--- config.mk ---
export PLATFORM = sky130hd
export DESIGN_NAME = uart_fifo_bridge
export DESIGN_NICKNAME = d
export VERILOG_FILES = /design/src/rtl/uart_fifo_bridge.sv
export SDC_FILE = /design/constraint.sdc
export NUM_CORES = 1
export LEC_CHECK = 0
export ABC_AREA = 0
export CAP_MARGIN = 20
export CORE_MARGIN = 4
export CORE_UTILIZATION = 53
export DETAILED_ROUTE_END_ITERATION = 8
export PLACE_DENSITY = 0.71
export SKIP_LAST_GASP = 1
export SLEW_MARGIN = 20
export SYNTH_ARGS = -nofsm -noshare
export SYNTH_HDL_FRONTEND = slang
export SYNTH_SLANG_ARGS = --single-unit
export TNS_END_PERCENT = 5
--- constraint.sdc ---
create_clock -name clk -period 6.6 [get_ports clk]
set_clock_uncertainty 0.15 [all_clocks]
set_input_delay 1.65 -clock clk [delete_from_list [all_inputs] [get_ports clk]]
set_output_delay 1.65 -clock clk [all_outputs]
set_load 0.01 [all_outputs]
--- src/rtl/uart_fifo_bridge.sv ---
module uart_fifo_bridge #(
  parameter int DW       = 8,
  parameter int TX_DEPTH = 16,
  parameter int RX_DEPTH = 16
) (
  input  logic          clk,
  input  logic          rst_n,
  input  logic          fifo_mode,
  input  logic [3:0]    mctl,
  input  logic          host_wr,
  input  logic [DW-1:0] host_wdata,
  input  logic          host_rd,
  output logic [DW-1:0] host_rdata,
  input  logic          fifo_clr,
  input  logic          uart_thr_empty,
  output logic          uart_tx_load,
  output logic [DW-1:0] uart_tx_data,
  input  logic          uart_rx_ready,
  input  logic [DW-1:0] uart_rx_data,
  output logic          uart_rx_take,
  output logic          tx_empty,
  output logic          tx_half,
  output logic          tx_full,
  output logic          rx_empty,
  output logic          rx_half,
  output logic          rx_full_n
);
  localparam int TAW = $clog2(TX_DEPTH);
  localparam int RAW = $clog2(RX_DEPTH);
  localparam logic [TAW:0] TX_CAP  = (TAW+1)'(TX_DEPTH);
  localparam logic [TAW:0] TX_HALF = (TAW+1)'(TX_DEPTH/2);
  localparam logic [RAW:0] RX_CAP  = (RAW+1)'(RX_DEPTH);
  localparam logic [RAW:0] RX_HALF = (RAW+1)'(RX_DEPTH/2);

  logic [DW-1:0] tx_mem [TX_DEPTH];
  logic [DW-1:0] rx_mem [RX_DEPTH];
  logic [TAW:0]  tx_wp, tx_rp, tx_cnt;
  logic [RAW:0]  rx_wp, rx_rp, rx_cnt;
  logic          tx_push, tx_pop, rx_push, rx_pop;

  assign tx_cnt   = tx_wp - tx_rp;
  assign rx_cnt   = rx_wp - rx_rp;
  assign tx_empty = (tx_cnt == '0);
  assign tx_full  = (tx_cnt == TX_CAP);
  assign tx_half  = (tx_cnt >= TX_HALF);
  assign rx_empty = (rx_cnt == '0);
  assign rx_full_n = (rx_cnt != RX_CAP);
  assign rx_half  = (rx_cnt >= RX_HALF);

  assign tx_push = fifo_mode & host_wr & ~tx_full & ~fifo_clr;
  assign tx_pop  = fifo_mode & ~mctl[2] & uart_thr_empty & ~tx_empty & ~fifo_clr;
  assign rx_push = fifo_mode & ~mctl[3] & uart_rx_ready & rx_full_n & ~fifo_clr;
  assign rx_pop  = fifo_mode & host_rd & ~rx_empty & ~fifo_clr;

  assign uart_tx_load = fifo_mode ? tx_pop : host_wr;
  assign uart_tx_data = fifo_mode ? tx_mem[tx_rp[TAW-1:0]] : host_wdata;
  assign uart_rx_take = fifo_mode ? rx_push : host_rd;
  assign host_rdata   = !fifo_mode ? uart_rx_data
                      : rx_empty ? '0 : rx_mem[rx_rp[RAW-1:0]];

  always_ff @(posedge clk) begin
    if (tx_push) tx_mem[tx_wp[TAW-1:0]] <= host_wdata;
    if (rx_push) rx_mem[rx_wp[RAW-1:0]] <= uart_rx_data;
  end

  always_ff @(posedge clk or negedge rst_n) begin
    if (!rst_n) begin
      tx_wp <= '0;
      tx_rp <= '0;
      rx_wp <= '0;
      rx_rp <= '0;
    end else if (fifo_clr) begin
      tx_wp <= '0;
      tx_rp <= '0;
      rx_wp <= '0;
      rx_rp <= '0;
    end else begin
      if (tx_push) tx_wp <= tx_wp + 1'b1;
      if (tx_pop)  tx_rp <= tx_rp + 1'b1;
      if (rx_push) rx_wp <= rx_wp + 1'b1;
      if (rx_pop)  rx_rp <= rx_rp + 1'b1;
    end
  end
endmodule

== Word level (Yosys, flattened, before mapping) ==
Memory sizes are Yosys's and may differ from the RTL's.
Index checks and enable logic that the tools add are counted.

* $add $sub $neg: 6
* Order comparisons: 2
* Equal/unequal tests: 2
* Muxes and demuxes: 17
* Bitwise operators: 20
* Reductions and logical operators: 6

{| class="wikitable"
|+ Operators with widths
! cell !! number
|-
| 2-to-1 mux 5 bit || 8
|-
| 2-to-1 mux 8 bit || 3
|-
| adder 5 x 1 -> 5 bit (second input constant) || 4
|-
| AND 1 bit || 14
|-
| greater-or-equal comparator 5 x 4 -> 1 bit (second input constant) || 2
|-
| logical NOT 5 bit || 2
|-
| subtractor 5 bit || 2
|-
| nonzero test 2 bit || 4
|-
| 2-to-1 mux 1 bit || 6
|-
| inverter 1 bit || 6
|-
| equality test 5 bit (second input constant) || 1
|-
| inequality test 5 bit (second input constant) || 1
|}

* Bits in registers: 20
* Bits in writable memories: 256
* Input bits: 28
* Output and inout port bits: 24
* Word-level logic and storage cells: 59
* Memories: 2

{| class="wikitable"
|+ Memory list
! name !! words !! bits a word !! read ports !! clocked after Yosys merged registers in !! wr ports !! RTL line !! text
|-
| rx_mem || 16 || 8 || 1 || 0 || 1 || 36 || <nowiki>logic [DW-1:0] rx_mem [RX_DEPTH];</nowiki>
|-
| tx_mem || 16 || 8 || 1 || 0 || 1 || 35 || <nowiki>logic [DW-1:0] tx_mem [TX_DEPTH];</nowiki>
|}

== Longest topological paths before layout ==
* Depth in word-level cells: 7
* Gate-level depth with buffers: 12
* Mapped depth without buffers: 9

== Worst setup path before layout ==
OpenSTA, ideal clock, no wires.

* Path kind: input to output
* Start: input port fifo_mode
* End: output port host_rdata[0]
* Data arrival time: 2.757 ns
* Data required time: 4.800 ns
* Path slack: 2.043 ns
* Stages: 4
* Buffers on the path: 2
* Cell sequence: buf_1 -> o41ai_4 -> buf_2 -> o22ai_1

* Longest elaborated chain between the ends: 1

{| class="wikitable"
|+ RTL lines
! element !! RTL line !! text
|-
| start: declaration || 8 || <nowiki>input logic fifo_mode,</nowiki>
|-
| 2-to-1 mux 8 bit || 58 || <nowiki>assign host_rdata = !fifo_mode ? uart_rx_data</nowiki>
|-
| end: declaration || 13 || <nowiki>output logic [DW-1:0] host_rdata,</nowiki>
|}

No other way between the ends.

== Worst setup path in the final report ==
* Start: register rx_rp[1]
* End: output port host_rdata[4]

* Longest elaborated chain between the ends: 4
* Elaborated cells on any way between the ends: 5
* Those cells by class: add/sub: 1; mux: 2; reduce/logical: 1; memory: 1

{| class="wikitable"
|+ RTL lines
! element !! RTL line !! text
|-
| start: declaration || 38 || <nowiki>logic [RAW:0] rx_wp, rx_rp, rx_cnt;</nowiki>
|-
| start signal: assignment || 81 || <nowiki>if (rx_pop) rx_rp <= rx_rp + 1'b1;</nowiki>
|-
| subtractor 5 bit || 42 || <nowiki>assign rx_cnt = rx_wp - rx_rp;</nowiki>
|-
| logical NOT 5 bit || 46 || <nowiki>assign rx_empty = (rx_cnt == '0);</nowiki>
|-
| 2-to-1 mux 8 bit * || 59 || <nowiki>: rx_empty ? '0 : rx_mem[rx_rp[RAW-1:0]];</nowiki>
|-
| 2-to-1 mux 8 bit * || 58 ||
|}

Mark *: on every way between the ends. The rest lies on a longest branch, timed or not.

==> metrics.md <==
| Metric | Value |
|---|---|
| Syn_nets | 666 |
| Critical path arrival | 3.83 ns |
| Synth top area cells | edfxtp_1 65%, mux4_2 9.5%, mux4_1 6.7% |
| Max-slew violation count | 0 |
| Root Driver | clkbuf_16 |
| # Post-CTS Setup Buffers | 0 |
| Number of flops mapped to enable cells by yosys | 256 |
| Share of cells above drive strength 1 | 20.0% |
| Worst relative slew slack | 27.1% |
| CP Capture Type | primary output |
| Startpoint types | flop |
| Crit Path Max Fanout | 36 |
| CTS clk-pin slew, worst paths | 0.06 ns |
| Required time of the worst setup path | 4.80 ns |
| Hpwl dp | 14.5 mm |
| Vias | 5996 |
| Remaining Overflow, GRT | 0 |
| Slew @ Worst Pin | 1.09 ns |
| First-pass GRT wire length | 35.6 mm |
| Syn avg cell area | 19.0 um2 |
| Switching power | 0.000782 W |
| Final worst path period share | 85.3% |
| CP max stage delay | 0.84 ns |
| DRC viols | 0 |
| Top Ports | 52 |
| Area post-placement | 0.0127 mm2 |
| Die height | 157 um |
| Synth unique cells | 46 |
| Nets@finish | 739 |
| Final setup TNS | 0 ns |
| Hold Crit Depth | 2 |
| Number of max-cap violations | 0 |
| Switching portion of total power | 20.6% |
| Rows | 54 |
| Critical path type | flop to primary output |
| DIE AREA | 0.0247 mm2 |
| Final min period | 5.63 ns |
| Pwr/cell area | 279 mW/mm2 |
| Port-buffer cells | 49 |
| WL per Instance | 22.9 um |
| Reg power frac | 50.7% |
| CTS tree | yes |
| Synth Warn # | 0 |
| Routed WL | 22.8 mm |
| Commonest cells in the netlist | 256 x edfxtp_1, 50 x mux4_2, 30 x inv_1, 30 x mux4_1, 25 x nor2_1 |
| CTS HTree Levels | 1 |
| Synth Instances | 620 |
| Peak supply drop | 218 uV |
| GP Congestion | 0.791 |
| Reg2Reg Depth | 7 |
| Via density | 6.03 |
| Layout fillers | 1501 |
| Vias in the first global route | 6123 |
| Worst slack at placement | 1.12 ns |
| Synth top area share | 65.1% |
| Pin count of the biggest net entering global routing | 38 |
| Register bit total from synthesis | 276 |
| CP Depth | 9 |
| Worst-path cell chain | buf_4 > inv_1 > ha_1 > nor2b_1 > o211ai_1 > a21oi_1 > o41ai_4 > o22ai_1 > clkdlybuf4s50_1 |
| Clock Latency Late Sink | 0.53 ns |
| Fmax | 0.178 GHz |
| Final worst slack | 0.973 ns |
| Cell-internal power | 0.00301 W |
| Crit path max-delay family | compound AO/OA/AOI/OAI gates |
| Clk network pwr share | 40.7% |
| Placed Instances | 942 |
| Final Setup Violations | 0 |
| Inserted Clock Buffers | 29 |
| Clock sink count | 276 |
| FFs w/ async S/R, synth | 7.25% |
| TritonRoute pass-1 iters | 5 |
| Worst reg-to-reg setup slack | 2.61 ns |
| Aggregate global-route resource usage | 18.9% |
| Synth Flop Type | edfxtp_1 |
| Starting Density | 53.9% |
| Diode count | 0 |
| Run status | complete, no violations |
| Buf+Inv Stages, Crit Path | 3 |
| CP max-delay cell | o41ai_4 |
| Hold crit path type | flop to flop |
| Most common cell in the netlist | edfxtp_1 |
| CTS Buffer Depth | 3 |
| Core ar. | 0.0219 mm2 |
| Comb power frac | 8.6% |
| Final instance area | 0.0136 mm2 |
| Cts repair resizes | 0 |
| Die Span X | 157 um |
| Final antenna-violating net count | 0 |
| Area growth, synth to finish | 15.2% |
| Yosys top cell by area | edfxtp_1 |
| Hold Buf Count CTS | 0 |
| Sequential share of the synthesized area | 69.3% |
| LEAKAGE | 4.51 nW |
| Initial antenna violation count | 0 |
| RSZ-0062 raised after global routing | no |
| Syn Std Cell Area | 0.0118 mm2 |
| Number of hold violations in the final report | 0 |
| Fin cells | 995 |
| 1st-iter DRT viols | 477 |
==> tightest hold or removal path: cells and delay by family, from the launching register on <==
| kind | cells | cell delay, ns |
|---|---|---|
| compound gates | 2 | 0.13 |
| flops | 1 | 0.40 |
==> registers in the layout, summed over array words and instances (netlist names) <==
name and cells:
rx_wp 5, tx_rp 5, rx_rp 5, rx_mem 128
tx_wp 5, tx_mem 128
==> per-stage QoR <==
step	utilization (%)	power, W	hold slack, ns
floorplan	-	0.00216	0.378
global placement	58.0	0.00228	0.414
detailed placement	58.0	0.00229	0.415
CTS	62.2	0.00383	0.422
global route	62.2	0.00394	0.451
finish	62.2	0.00379	0.423
==> path summary, 6_finish.rpt <==
| check | end | start |
|---|---|---|
| setup reg to reg | tx_mem[11][2] | tx_rp[2] |
| hold reg to reg | rx_wp[4] | rx_wp[4] |
| setup / recovery | host_rdata[4] | rx_rp[1] |
| max in group asynchronous | rx_rp[0] | rst_n |
| hold / removal | rx_wp[4] | rx_wp[4] |
| min in group asynchronous | rx_wp[3] | rst_n |
==> cell families (layout without fill, tap and decap cells) <==
kind of cell             Yosys count  count (layout)  share of synthesized area, %
buffers and inverters             64             159                          2.47
AND/OR/NAND/NOR                  108             108                          4.86
AO/OA/AOI/OAI                     51              51                          2.98
flip-flops                       276             276                          69.3
multiplexers                      94              94                          17.8
XOR/XNOR                           9               9                         0.668
adder cells (fa/ha/maj)           18              18                          1.91
==> placed cells by master (no fill, tap or decap), types with 3 or more instances in the layout <==
master,count
dfrtp_1,19
or2_2,3
or3_1,3
nand4_1,5
xor2_1,3
nand3b_1,5
o21ai_0,7
nand3_1,8
or4_1,5
nor2b_1,6
mux4_1,30
inv_1,30
clkdlybuf4s50_1,49
a21oi_1,17
clkbuf_16,29
nor4_1,6
clkbuf_1,13
nand2b_1,12
clkbuf_8,7
mux2_2,4
mux2_4,8
edfxtp_1,256
ha_1,18
xnor2_1,6
nor2_1,25
o22ai_1,11
mux4_2,50
buf_4,25
nor3_1,12
o31ai_1,5
nor3_2,4
nand2_1,9
==> final cells by class <==
type	instances	area [um2]	area share [%]
multi-input cells	280	3350	24.6
repair buffers	74	678	4.98
flip-flops and latches	276	8190	60.2
clock buffers	49	871	6.40
clock inverters	4	47.5	0.349
well taps	280	350	2.57
inverters	32	120	0.883
==> per-layer routing <==
layer | GRT usage (%) | vias up | part of all wire, %
li1 | - | 2690 | -
met1 | 25.9 | 3074 | 41
met2 | 32.4 | 202 | 52
met3 | 3.19 | 30 | 5.8
met4 | 4.30 | 0 | 1.7
met5 | 0 | - | 0
==> power groups by stage <==
stage | clock [W] | combinational, W | sequential, W
after floorplan | 0 | 0.000202 | 0.00196
after global placement | 0 | 0.000317 | 0.00196
after detailed placement | 0 | 0.000329 | 0.00196
after CTS | 0.00158 | 0.000331 | 0.00192
after global routing | 0.00166 | 0.000355 | 0.00192
final | 0.00154 | 0.000325 | 0.00192
Power figures use the tool's default switching activity.
